File: config.mk
export PLATFORM = sky130hd
export DESIGN_NAME = charge_sequencer
export DESIGN_NICKNAME = d
export VERILOG_FILES = /design/src/rtl/chg_pkg.sv /design/src/rtl/chg_qualify.sv /design/src/rtl/chg_request.sv /design/src/rtl/chg_trickle.sv /design/src/rtl/chg_fsm.sv /design/src/rtl/charge_sequencer.sv
export SDC_FILE = /design/constraint.sdc
export NUM_CORES = 1
export LEC_CHECK = 0
export ABC_AREA = 1
export CAP_MARGIN = 10
export CELL_PAD_IN_SITES_DETAIL_PLACEMENT = 1
export CELL_PAD_IN_SITES_GLOBAL_PLACEMENT = 2
export CORE_MARGIN = 2
export CORE_UTILIZATION = 24
export DETAILED_ROUTE_END_ITERATION = 7
export DONT_BUFFER_PORTS = 1
export GPL_TIMING_DRIVEN = 0
export PLACE_DENSITY_LB_ADDON = 0.2
export SETUP_SLACK_MARGIN = 0.05
export SYNTH_ARGS = -nofsm -noshare
export SYNTH_HDL_FRONTEND = slang
export SYNTH_SLANG_ARGS = --single-unit
File: constraint.sdc
create_clock -name clk -period 1.6 [get_ports clk]
set_input_delay 0 -clock clk [delete_from_list [all_inputs] [get_ports clk]]
set_output_delay 0 -clock clk [all_outputs]
set_load 0.01 [all_outputs]
File: src/rtl/chg_pkg.sv
package chg_pkg;
    typedef enum logic [1:0] {
        ST_IDLE = 2'd0,
        ST_PEND = 2'd1,
        ST_FAST = 2'd2,
        ST_DONE = 2'd3
    } chg_state_t;

    localparam logic [1:0] STAT_NONE     = 2'b00;
    localparam logic [1:0] STAT_CHARGING = 2'b01;
    localparam logic [1:0] STAT_COMPLETE = 2'b10;
endpackage

File: src/rtl/chg_qualify.sv
module chg_qualify #(
    parameter int TEMP_W = 12,
    parameter int T_LO   = 0,
    parameter int T_HI   = 320
) (
    input  logic signed [TEMP_W-1:0] temp_code,
    input  logic                     chg_present,
    input  logic                     conv_valid,
    input  logic                     batt_low,
    output logic                     qual_ok
);
    localparam logic signed [TEMP_W-1:0] LO_C = TEMP_W'(T_LO);
    localparam logic signed [TEMP_W-1:0] HI_C = TEMP_W'(T_HI);

    logic temp_ok;

    always_comb begin
        temp_ok = (temp_code >= LO_C) && (temp_code <= HI_C);
        qual_ok = temp_ok && chg_present && conv_valid && !batt_low;
    end
endmodule

File: src/rtl/chg_request.sv
module chg_request #(
    parameter int              CMD_W     = 8,
    parameter logic [CMD_W-1:0] CMD_START = 8'hB5
) (
    input  logic             clk,
    input  logic             rst_n,
    input  logic             cmd_valid,
    input  logic [CMD_W-1:0] cmd_code,
    input  logic             chg_present,
    input  logic             auto_init,
    output logic             req
);
    logic chg_prev;

    always_ff @(posedge clk or negedge rst_n) begin
        if (!rst_n) chg_prev <= 1'b0;
        else        chg_prev <= chg_present;
    end

    always_comb begin
        req = (cmd_valid && (cmd_code == CMD_START))
            || (auto_init && chg_present && !chg_prev);
    end

    // with no strobe and no auto-start there is never a request
    p_no_spurious_req_r5: assert property (@(posedge clk) disable iff (!rst_n)
        (!cmd_valid && !auto_init) |-> !req);
endmodule

File: src/rtl/chg_trickle.sv
module chg_trickle (
    input  logic clk,
    input  logic rst_n,
    input  logic batt_low,
    input  logic chg_present,
    output logic uv_n
);
    always_ff @(posedge clk or negedge rst_n) begin
        if (!rst_n) uv_n <= 1'b1;
        else        uv_n <= !(batt_low && chg_present);
    end

    p_uv_low_r2: assert property (@(posedge clk) disable iff (!rst_n)
        (batt_low && chg_present) |=> !uv_n);
    p_uv_high_r2: assert property (@(posedge clk) disable iff (!rst_n)
        !(batt_low && chg_present) |=> uv_n);
endmodule

File: src/rtl/chg_fsm.sv
module chg_fsm
    import chg_pkg::*;
(
    input  logic       clk,
    input  logic       rst_n,
    input  logic       req,
    input  logic       qual_ok,
    input  logic       chem_sel,
    input  logic       done_li,
    input  logic       done_nimh,
    input  logic       stat_clr,
    input  logic       abort,
    input  logic       trickle,
    output logic       fast_on,
    output logic [1:0] chg_stat
);
    chg_state_t st, nxt;
    logic       chem_q;
    logic       term;

    always_comb begin
        term = chem_q ? done_nimh : done_li;
        nxt  = st;
        if (abort) begin
            nxt = ST_IDLE;
        end else begin
            unique case (st)
                ST_IDLE: if (req) nxt = ST_PEND;
                ST_PEND: if (qual_ok) nxt = ST_FAST;
                ST_FAST: begin
                    if (term)          nxt = ST_DONE;
                    else if (!qual_ok) nxt = ST_PEND;
                end
                ST_DONE: if (stat_clr) nxt = ST_IDLE;
                default: nxt = ST_IDLE;
            endcase
        end
    end

    always_ff @(posedge clk or negedge rst_n) begin
        if (!rst_n) begin
            st     <= ST_IDLE;
            chem_q <= 1'b0;
        end else begin
            st <= nxt;
            if (st == ST_PEND && nxt == ST_FAST) chem_q <= chem_sel;
        end
    end

    always_comb begin
        fast_on = (st == ST_FAST);
        if (st == ST_DONE)                   chg_stat = STAT_COMPLETE;
        else if (st == ST_FAST || trickle)   chg_stat = STAT_CHARGING;
        else                                 chg_stat = STAT_NONE;
    end

    p_fast_needs_qual_r8: assert property (@(posedge clk) disable iff (!rst_n)
        (st == ST_FAST) |-> $past(qual_ok));
    p_idle_req_pend_r4: assert property (@(posedge clk) disable iff (!rst_n)
        (st == ST_IDLE && req && !abort) |=> (st == ST_PEND));
    p_done_hold_r10: assert property (@(posedge clk) disable iff (!rst_n)
        (st == ST_DONE && !abort && !stat_clr) |=> (st == ST_DONE));
    p_abort_idle_r11: assert property (@(posedge clk) disable iff (!rst_n)
        abort |=> (st == ST_IDLE && !fast_on));
    p_no_stat3_r3: assert property (@(posedge clk) disable iff (!rst_n)
        chg_stat != 2'b11);
endmodule

File: src/rtl/charge_sequencer.sv
module charge_sequencer #(
    parameter int              TEMP_W    = 12,
    parameter int              T_LO      = 0,
    parameter int              T_HI      = 320,
    parameter int              CMD_W     = 8,
    parameter logic [CMD_W-1:0] CMD_START = 8'hB5
) (
    input  logic                     clk,
    input  logic                     rst_n,
    input  logic                     batt_low,
    input  logic                     chg_present,
    input  logic signed [TEMP_W-1:0] temp_code,
    input  logic                     conv_valid,
    input  logic                     chem_sel,
    input  logic                     auto_init,
    input  logic                     cmd_valid,
    input  logic [CMD_W-1:0]         cmd_code,
    input  logic                     done_li,
    input  logic                     done_nimh,
    input  logic                     stat_clr,
    input  logic                     abort,
    output logic                     uv_n,
    output logic                     fast_on,
    output logic [1:0]               chg_stat
);
    logic qual_ok;
    logic req;

    chg_qualify #(.TEMP_W(TEMP_W), .T_LO(T_LO), .T_HI(T_HI)) u_qual (
        .temp_code(temp_code), .chg_present(chg_present),
        .conv_valid(conv_valid), .batt_low(batt_low), .qual_ok(qual_ok)
    );

    chg_request #(.CMD_W(CMD_W), .CMD_START(CMD_START)) u_req (
        .clk(clk), .rst_n(rst_n), .cmd_valid(cmd_valid), .cmd_code(cmd_code),
        .chg_present(chg_present), .auto_init(auto_init), .req(req)
    );

    chg_trickle u_trk (
        .clk(clk), .rst_n(rst_n), .batt_low(batt_low),
        .chg_present(chg_present), .uv_n(uv_n)
    );

    chg_fsm u_fsm (
        .clk(clk), .rst_n(rst_n), .req(req), .qual_ok(qual_ok),
        .chem_sel(chem_sel), .done_li(done_li), .done_nimh(done_nimh),
        .stat_clr(stat_clr), .abort(abort), .trickle(!uv_n),
        .fast_on(fast_on), .chg_stat(chg_stat)
    );
endmodule

==> results of run 1 <==
## path summary, 6_finish.rpt
check                              from           end  slack, ps  cells past startpoint
max                         u_fsm.st[0]  u_fsm.chem_q        200                      9
min                               abort   u_fsm.st[0]       -0.8                      3
max reg2reg                 u_fsm.st[0]  u_fsm.chem_q        200                      9
min reg2reg                u_fsm.chem_q  u_fsm.chem_q        500                      2
max in group asynchronous         rst_n    u_trk.uv_n       1310                      1
min in group asynchronous         rst_n  u_fsm.chem_q         50                      1
## registers in the layout, indices dropped and copies added, names as in the netlist
signal and flops:
u_trk.uv_n 1, u_fsm.chem_q 1, u_fsm.st 2, u_req.chg_prev 1
## cells in the final DEF, fill, tap and decap left out, types with 2 or more instances in the layout
cell           Yosys  layout
nand4_1            2       2
dlygate4sd3_1      0       5
nor2_1             7       7
a21oi_1            2       2
dfrtp_1            4       4
inv_2              2       2
nand2_1           14      14
clkbuf_4           0       3
inv_1              9       9
nand3_1            2       2
## layout make-up
class	instances	area, µm²	share of cell area [%]
Multi-Input combinational cell	39	208	44.0
Timing Repair Buffer	5	50.0	10.6
Tap cell	16	20.0	4.24
Inverter	11	41.3	8.75
Sequential cell	5	126	26.8
Clock buffer	4	26.3	5.57
## per-layer routing
metal / vias to the layer above / part of all wire, % / routed length (µm) / track usage (%)
met5: - / 0 / 0 / 0
met4: 0 / 0.89 / 8 / 9.09
met3: 2 / 7.8 / 70 / 5.00
met2: 18 / 52 / 468 / 17.6
met1: 161 / 39 / 350 / 11.1
li1: 188 / - / - / -
## stage by stage
step	util, %	std cells	instance area, µm²
2_1_floorplan	-	55	375
3_3_place_gp	26.6	71	395
3_5_place_dp	26.6	71	395
4_1_cts	31.7	80	472
5_1_grt	31.7	80	472
6_report	31.7	80	472
## cells by family (layout without fill, tap and decap cells)
family / count (synthesis) / after routing / share of synthesized area, %
buffers and inverters: 11 / 20 / 11.0
and+or+nand+nor: 33 / 33 / 42.3
AOI/OAI and AO/OA: 6 / 6 / 13.0
DFF: 5 / 5 / 33.7
## worst reg2reg max path: cells and delay by family (launching register included)
family	cells	cell delay [ps]
DFF	1	390
AOI/OAI and AO/OA	3	400
and+or+nand+nor	5	450
buffers and inverters	1	40
## power groups by stage
stage	combinational [mW]	sequential [mW]	clock, mW
6_report	0.0360	0.135	0.141
3_5_place_dp	0.0237	0.137	0
4_1_cts	0.0366	0.135	0.148
2_1_floorplan	0.0203	0.137	0
3_3_place_gp	0.0231	0.137	0
5_1_grt	0.0423	0.136	0.158
==> qor.txt, run 1 <==
Hold_ws -> -0.763 ps
Port bufs -> 0
Main flop type after synthesis -> dfrtp_1
CP Max Fanout -> 3
Die area -> 1900 µm²
Headroom to the max-slew limit -> 80.7%
Core ar. -> 1490 µm²
Sum Neg Setup Slack -> 0 ps
Hold_buf cts -> 5
Initial Util -> 25.2%
PwrDens -> 663 nW/µm²
Routed WL per cell -> 11.2 µm
Post-CTS setup buffer count -> 0
Clock skew -> 0.208 ps
Synth unique cells -> 21
Post-CTS sizing -> 0
CP max stage cell -> dfrtp_1
HPWL after DPL -> 794 µm
Yosys top cell area share -> 26.7%
Ports -> 36
Part of the power in registers -> 43.3%
Via density -> 4.61
Vias in the first global route -> 385
Max IR drop VDD -> 353 µV
Pin count of the biggest net entering global routing -> 6
Sequential area share after synthesis -> 33.7%
# diodes -> 0
CP peak stage delay -> 390 ps
Setup ws final -> 204 ps
Post-DRT Antenna Nets -> 0
Req. time, crit path -> 1730 ps
Mean Syn Cell Area -> 6.82 µm²
Slew Limit Fails -> 0
Violations in the final reports -> negative hold slack
Routability cong. -> 0.677
Pwr Total -> 0.313 mW
Vias -> 369
Initial antenna violation count -> 0
All-Layer GR Usage -> 11.1%
P_int -> 0.244 mW
Post-synth EDFFs -> 0
DRC viols -> 0
Die height -> 43.5 µm
LEAKAGE -> 0.233 nW
CP endpoint kind -> flip-flop
Switching power total -> 0.0682 mW
Share of layout cells above drive strength 1 -> 18.8%
Status -> complete, but fails checks
Synthesized area -> 375 µm²
CTS tree -> yes
Endpoints failing setup -> 0
Critical Path Start Type -> flip-flop
# H-tree levels -> 1
Die width -> 43.5 µm
Congestion Overflow GR -> 0
RSZ-0062 raised after global routing -> false
Synth Instances -> 55
Drt pass-1 iters -> 2
Top delay family on crit path -> simple AND/OR/NAND/NOR gates
Critical Path AT -> 1520 ps
Gate power share -> 11.5%
Top cells by count, synth -> nand2_1, inv_1, nor2_1
Drt initial violations -> 2
Crit path buf inv count -> 1
Warnings, synthesis -> 0
Area Overhead vs Synth -> 25.7%
Worst path most repeated cell -> nand2_1
Max-Cap Viols -> 0
CTS max path bufs -> 2
Final nets -> 97
Clock network fraction of design power -> 45.2%
#FFs+latches synth -> 5
Worst-path clk slew -> 40 ps
Final WL -> 898 µm
Switching share of power -> 21.8%
Worst path cell trace -> nor2_2 > o21a_1 > o21ai_2 > nand2_2 > inv_2 > a21oi_4 > nand3_2 > nand2_1 > nand2_1
Async SR Flop Fraction -> 100%
Clock latency on the worst-skew pair -> 240 ps
Final min period -> 1400 ps
WS Path Type -> flip-flop to flip-flop
Synth area leader -> dfrtp_1
CTS sink count -> 5
Count leader, synth -> nand2_1
Synth area leaders -> dfrtp_1, nand2_1, inv_1
Worst hold-check path type -> input port to flip-flop
Worst Max-Slew Pin Slew -> 288 ps
Pre-CTS setup slack -> 185 ps
Fill count -> 191
Root Buffer -> clkbuf_4
Fmax achieved -> 0.716 GHz
Row count -> 14
TritonCTS Buffers -> 3
First-pass GRT wire length -> 1480 µm
Fin. Hold Viols -> 1
Post-Syn Nets -> 87
Final period utilization -> 87.3%
(Power assumes the default switching activity.)
==> run 2: changes to the inputs <==
--- a/config.mk
+++ b/config.mk
@@ -5,12 +5,11 @@
 export SDC_FILE = /design/constraint.sdc
 export NUM_CORES = 1
 export LEC_CHECK = 0
-export ABC_AREA = 1
 export CAP_MARGIN = 10
 export CELL_PAD_IN_SITES_DETAIL_PLACEMENT = 1
 export CELL_PAD_IN_SITES_GLOBAL_PLACEMENT = 2
 export CORE_MARGIN = 2
-export CORE_UTILIZATION = 24
+export CORE_UTILIZATION = 27
 export DETAILED_ROUTE_END_ITERATION = 7
 export DONT_BUFFER_PORTS = 1
 export GPL_TIMING_DRIVEN = 0
==> run 2 against run 1 <==
Against the previous run:
- the run now ends clean
- fmax increased by 16%
- flip-flop and latch count is the same
- clock power rose by 6%
- critical path depth down 6
- highest routed layer is now met3
- design area fell by 4.0%
- final cell count shrank 26%
- power rose by 3.9%
- worst setup slack gained 190 ps
- largest cell class unchanged
==> qor.txt, run 2 <==
Endpoints failing setup -> 0 (unchanged)
Min-Delay Path Depth -> 2 (-1)
All-Layer GR Usage -> 13.7% (+2.6 points)
Max IR drop VDD -> 236 µV (-33%)
Metal2 WL -> 523 µm (+12%)
Top cells by count, synth -> dfrtp_1, nor2_1
Routed WL per cell -> 16.9 µm (+51%)
Core ar. -> 1270 µm² (-15%)
Die area -> 1630 µm² (-14%)
Worst Hold Launch -> abort
Final instance area -> 453 µm² (-4.0%)
Hold_ws -> 2.00 ps (+2.76 ps)
Max-Cap Viols -> 0 (unchanged)
Vias in the first global route -> 360 (-6.5%)
Synth unique cells -> 25 (+19%)
PwrDens -> 717 nW/µm² (+8.2%)
TritonCTS Buffers -> 3 (unchanged)
Critical Path AT -> 1340 ps (-180 ps)
First-pass GRT wire length -> 1430 µm (-3.7%)
CTS sink count -> 5 (unchanged)
WS Path Type -> flip-flop to flip-flop
Main flop type after synthesis -> dfrtp_1
CTS max path bufs -> 2 (unchanged)
Non-Filler Instances -> 59 (-26%)
Post-Syn Nets -> 67 (-23%)
Final nets -> 77 (-21%)
Row count -> 13 (-1)
Share of layout cells above drive strength 1 -> 18.2% (-0.57 points)
Clock skew -> 0.984 ps (+0.776 ps)
Most common cell after layout, fill and taps aside -> dlygate4sd3_1
Async SR Flop Fraction -> 100% (unchanged)
Area Overhead vs Synth -> 26.6%
# diodes -> 0 (unchanged)
Most frequent cells in the layout -> dlygate4sd3_1, nor2_1, dfrtp_1
Clock latency on the worst-skew pair -> 250 ps (about the same)
R2R setup slack -> 390 ps (+190 ps)
Slew Limit Fails -> 0 (unchanged)
Yosys top cell area share -> 28.0% (+1.3 points)
Synth area leader -> dfrtp_1
Most flops, register -> u_fsm.st
Dpl cells -> 50 (-30%)
Drt pass-1 iters -> 2 (unchanged)
Worst Max-Slew Pin Slew -> 292 ps (+4.45 ps)
Synth area leaders -> dfrtp_1, dfstp_2, o221ai_4
Initial antenna violation count -> 0 (unchanged)
Max Used Layer -> met3
Fin. Hold Viols -> 0 (-1)
Req. time, crit path -> 1730 ps (about the same)
Die height -> 40.4 µm (-7.2%)
CTS tree -> yes
Sequential area share after synthesis -> 35.3% (+1.6 points)
# H-tree levels -> 1 (unchanged)
Via density -> 5.69 (+23%)
Final min period -> 1210 ps (-189 ps)
Final period utilization -> 75.5% (-12 points)
CP peak stage delay -> 420 ps (+30 ps)
Reg2Reg Launch Point -> u_fsm.st[0]
Ports -> 36 (unchanged)
R2R Path End -> u_fsm.chem_q
Mean Syn Cell Area -> 10.2 µm² (+50%)
Crit path buf inv count -> 0 (-1)
Post-DRT Antenna Nets -> 0 (unchanged)
Die width -> 40.4 µm (-7.2%)
Vias -> 336 (-8.9%)
Synth Instances -> 35 (-36%)
Congestion Overflow GR -> 0 (unchanged)
Worst hold-check path type -> input port to flip-flop
Metal-1 WL -> 366 µm (+4.6%)
DRC viols -> 0 (unchanged)
Warnings, synthesis -> 0 (unchanged)
Max reg flops -> 2 (unchanged)
Post-CTS setup buffer count -> 0 (unchanged)
Critical Path Start Type -> flip-flop
Root Buffer -> clkbuf_4
Metal3 WL -> 108 µm (+54%)
Worst-path clk slew -> 40 ps (about the same)
Post-synth EDFFs -> 0 (unchanged)
Pin count of the biggest net entering global routing -> 7 (+1)
Fmax achieved -> 0.828 GHz (+16%)
Routability cong. -> 0.718 (+6.1%)
Worst Hold Path EP -> u_fsm.st[0]
Area post-placement -> 377 µm² (-4.7%)
Headroom to the max-slew limit -> 80.2% (-0.42 points)
#FFs+latches synth -> 5 (unchanged)
Initial Util -> 28.2% (+3.0 points)
Port bufs -> 0 (unchanged)
Status -> finished clean
Final WL -> 998 µm (+11%)
CP max stage cell -> dfrtp_1
R2R depth -> 3 (-6)
Drt initial violations -> 3 (+1)
Worst path cell trace -> and4b_1 > nand3_2 > mux2_4
CP Max Fanout -> 6 (+3)
LEAKAGE -> 0.184 nW (-21%)
CP endpoint kind -> flip-flop
Sum Neg Setup Slack -> 0 ps (unchanged)
Hold_buf cts -> 5 (unchanged)
RSZ-0062 raised after global routing -> false
Top delay family on crit path -> flip-flops
Synthesized area -> 358 µm² (-4.7%)
Post-CTS sizing -> 0 (unchanged)
## run 2: layout make-up
class,count,area (µm²)
Multi-Input combinational cell,28,224
Sequential cell,5,126
Inverter,2,7.51
Clock buffer,4,26.3
Tap cell,15,18.8
Fill cell,156,816
Timing Repair Buffer,5,50.0
## run 2: metrics by stage
step | setup WS [ps] | util, % | power [mW]
after global placement | 309 | 29.7 | 0.164
after floorplan | 358 | - | 0.160
final | 393 | 35.7 | 0.325
after global routing | 261 | 35.7 | 0.343
after detailed placement | 291 | 29.7 | 0.165
after CTS | 368 | 35.7 | 0.331
## run 2: metal layers
| metal | track usage [%] | vias to the layer above |
|---|---|---|
| met4 | 5.00 | 0 |
| li1 | - | 154 |
| met5 | 0 | - |
| met2 | 24.6 | 27 |
| met3 | 5.00 | 0 |
| met1 | 14.4 | 155 |
## run 2: worst max path at each step
stage	startpoint	endpoint	slack, ps	cells after the start
floorplan	temp_code[3]	u_fsm.chem_q	360	4
global placement	temp_code[3]	u_fsm.chem_q	310	4
detailed placement	temp_code[3]	u_fsm.chem_q	290	4
CTS	u_fsm.st[1]	u_fsm.st[0]	370	4
global route	u_fsm.st[1]	u_fsm.st[0]	260	4
finish	u_fsm.st[0]	u_fsm.chem_q	390	3
## run 2: worst register-to-register path, cell delays in order (launching register included)
cell,delay [ps]
dfrtp_1,420
and4b_1,260
nand3_2,100
mux2_4,310
## run 2: power breakdown
| part | switching [mW] | internal, mW | leakage (nW) |
|---|---|---|---|
| sequential | 0.00431 | 0.132 | 0.0636 |
| clock | 0.0555 | 0.0945 | 0.0150 |
| combinational | 0.0153 | 0.0227 | 0.106 |
| total | 0.0751 | 0.250 | 0.184 |
## run 2: cells by family after synthesis
logic type      synth area share [%]
buf+inv                         2.10
flops                           35.3
mux                             6.99
simple gates                    34.3
compound gates                  21.3
==> run 3: changes to the inputs <==
--- a/config.mk
+++ b/config.mk
@@ -9,7 +9,7 @@
 export CELL_PAD_IN_SITES_DETAIL_PLACEMENT = 1
 export CELL_PAD_IN_SITES_GLOBAL_PLACEMENT = 2
 export CORE_MARGIN = 2
-export CORE_UTILIZATION = 27
+export CORE_UTILIZATION = 24
 export DETAILED_ROUTE_END_ITERATION = 7
 export DONT_BUFFER_PORTS = 1
 export GPL_TIMING_DRIVEN = 0
==> constraint.sdc (replaced) <==
create_clock -name clk -period 1 [get_ports clk]
set_input_delay 0 -clock clk [delete_from_list [all_inputs] [get_ports clk]]
set_output_delay 0 -clock clk [all_outputs]
set_load 0.01 [all_outputs]
==> run 3 against run 2 <==
Against the previous run:
- the flow now finishes with violations (negative setup slack)
- final cell count up 3.4%
- routed wire length up 8.2%
- non-clock buffer count up 2
- utilization up 1.7 points
- sequential power up 61%
- worst setup slack worse by 580 ps
- largest power group unchanged
- count of clock-buffer cells in the layout unchanged
- flip-flop and latch count unchanged
- hold slack better by 33 ps
- critical path depth unchanged
- power up 63%
- register-to-register slack worse by 580 ps
==> qor.txt, run 3 (synthesis results as in run 2) <==
CTS sink count -> 5 (unchanged)
Final instance area -> 505 µm² (+12%)
Drt pass-1 iters -> 4 (+2)
Pin count of the biggest net entering global routing -> 7 (unchanged)
Die width -> 42.6 µm (+5.5%)
LEAKAGE -> 0.201 nW (+9.3%)
Most frequent cells in the layout -> dlygate4sd3_1, dfrtp_1, nor2_1, clkbuf_4
Root Buffer -> clkbuf_4
Area of the multi-input gates -> 262 µm² (+17%)
Critical Path AT -> 1310 ps (-30 ps)
Final period utilization -> 118% (+43 points)
Pre-CTS setup slack -> -265 ps (-556 ps)
Max reg flops -> 2 (unchanged)
Non-Filler Instances -> 61 (+3.4%)
DRC viols -> 0 (unchanged)
# diodes -> 0 (unchanged)
Share of layout cells above drive strength 1 -> 39.1% (+21 points)
RSZ-0062 raised after global routing -> true
Congestion Overflow GR -> 0 (unchanged)
PwrDens -> 1050 nW/µm² (+46%)
Final nets -> 79 (+2.6%)
# H-tree levels -> 1 (unchanged)
Post-DRT Antenna Nets -> 0 (unchanged)
Max IR drop VDD -> 376 µV (+60%)
Register area -> 126 µm² (unchanged)
CTS tree -> yes
Fin. Hold Viols -> 0 (unchanged)
Violations in the final reports -> negative setup slack
Clock latency on the worst-skew pair -> 240 ps (about the same)
Ports -> 36 (unchanged)
Fmax achieved -> 0.844 GHz (+2.0%)
Initial antenna violation count -> 0 (unchanged)
Endpoints failing setup -> 4 (+4)
Most common cell after layout, fill and taps aside -> dlygate4sd3_1
Worst Max-Slew Pin Slew -> 413 ps (+120 ps)
Worst path cell trace -> and4b_2 > nand3_2 > mux2_4
CP max stage cell -> dfrtp_1
Core ar. -> 1350 µm² (+6.4%)
Via density -> 5.61 (-1.6%)
All-Layer GR Usage -> 12.7% (-1.1 points)
CP endpoint kind -> flip-flop
Status -> complete, but fails checks
Worst-path clk slew -> 40 ps (about the same)
Drt initial violations -> 4 (+1)
Row count -> 13 (unchanged)
Final min period -> 1180 ps (-23.2 ps)
Vias -> 342 (+1.8%)
Slew Limit Fails -> 0 (unchanged)
Final WL -> 1080 µm (+8.2%)
Routability cong. -> 0.666 (-7.3%)
First-pass GRT wire length -> 1670 µm (+17%)
Die area -> 1820 µm² (+11%)
CP Max Fanout -> 4 (-2)
Most flops, register -> u_fsm.st
Setup ws final -> -184 ps (-577 ps)
Headroom to the max-slew limit -> 72.1% (-8.1 points)
Clock skew -> 2.08 ps (+1.10 ps)
Vias in the first global route -> 377 (+4.7%)
TritonCTS Buffers -> 3 (unchanged)
Worst hold-check path type -> input port to flip-flop
Area post-placement -> 377 µm² (unchanged)
Port bufs -> 0 (unchanged)
Die height -> 42.6 µm (+5.5%)
Req. time, crit path -> 1120 ps (-610 ps)
Fill count -> 159 (+1.9%)
Routed WL per cell -> 17.7 µm (+4.7%)
Initial Util -> 26.5% (-1.7 points)
CTS max path bufs -> 2 (unchanged)
Area Overhead vs Synth -> 41.3%
Dpl cells -> 50 (unchanged)
Max-Cap Viols -> 0 (unchanged)
CP peak stage delay -> 400 ps (-20 ps)
WS Path Type -> flip-flop to flip-flop
Critical Path Start Type -> flip-flop
## run 3: cell count changes in the layout (fill, tap and decap cells not counted), sizes merged
cell | before | now
buf | 0 | 2
## run 3: final timing paths
check,from,depth (start not counted),end,slack [ps]
max in group asynchronous,rst_n,1,u_trk.uv_n,710
min in group asynchronous,rst_n,1,u_fsm.st[1],40
max reg2reg,u_fsm.st[0],3,u_fsm.chem_q,-180
min reg2reg,u_fsm.chem_q,1,u_fsm.chem_q,560
min,abort,3,u_fsm.chem_q,30
max,u_fsm.st[0],3,u_fsm.chem_q,-180
## run 3: repair_timing
action                                  CTS  global route
resized for setup                        10             2
endpoints found under the setup margin    5             6
pin swaps                                 1             1
endpoints found under the hold margin    10             0
hold buffers                              5             0
buffers inserted                          2             0
## run 3: worst max-delay path, delay by kind of cell, from the launching register on
family        cells  cell delay, ps
flops             1             400
mux               1             300
simple gates      2             360
## run 3: layer usage
metal	part of all wire, %	wire [µm]	vias up	track usage [%]
met1	36	384	152	12.3
met5	0	0	-	0
met3	12	131	0	3.02
li1	-	-	161	-
met4	0	0	0	7.50
met2	52	564	29	23.7
## run 3: power breakdown
| part | switching [mW] | internal (mW) | total, mW |
|---|---|---|---|
| sequential | 0.00787 | 0.212 | 0.220 |
| clock | 0.0804 | 0.151 | 0.231 |
| combinational | 0.0306 | 0.0467 | 0.0773 |
## run 3: through the flow
stage	util (%)	total power [mW]	hold WS, ps	setup TNS, ps
after floorplan	-	0.256	-296	-396
after global placement	27.9	0.262	-295	-627
after detailed placement	27.9	0.263	-295	-648
after CTS	37.0	0.536	30.1	-442
after global routing	37.4	0.561	46.0	-784
final	37.4	0.528	34.6	-502
## run 3: final cells by class
class,instances,area share [%]
Clock buffer,4,5.20
Inverter,2,1.49
Multi-Input combinational cell,28,51.7
Sequential cell,5,25.0
Tap cell,15,3.71
Timing Repair Buffer,7,12.9
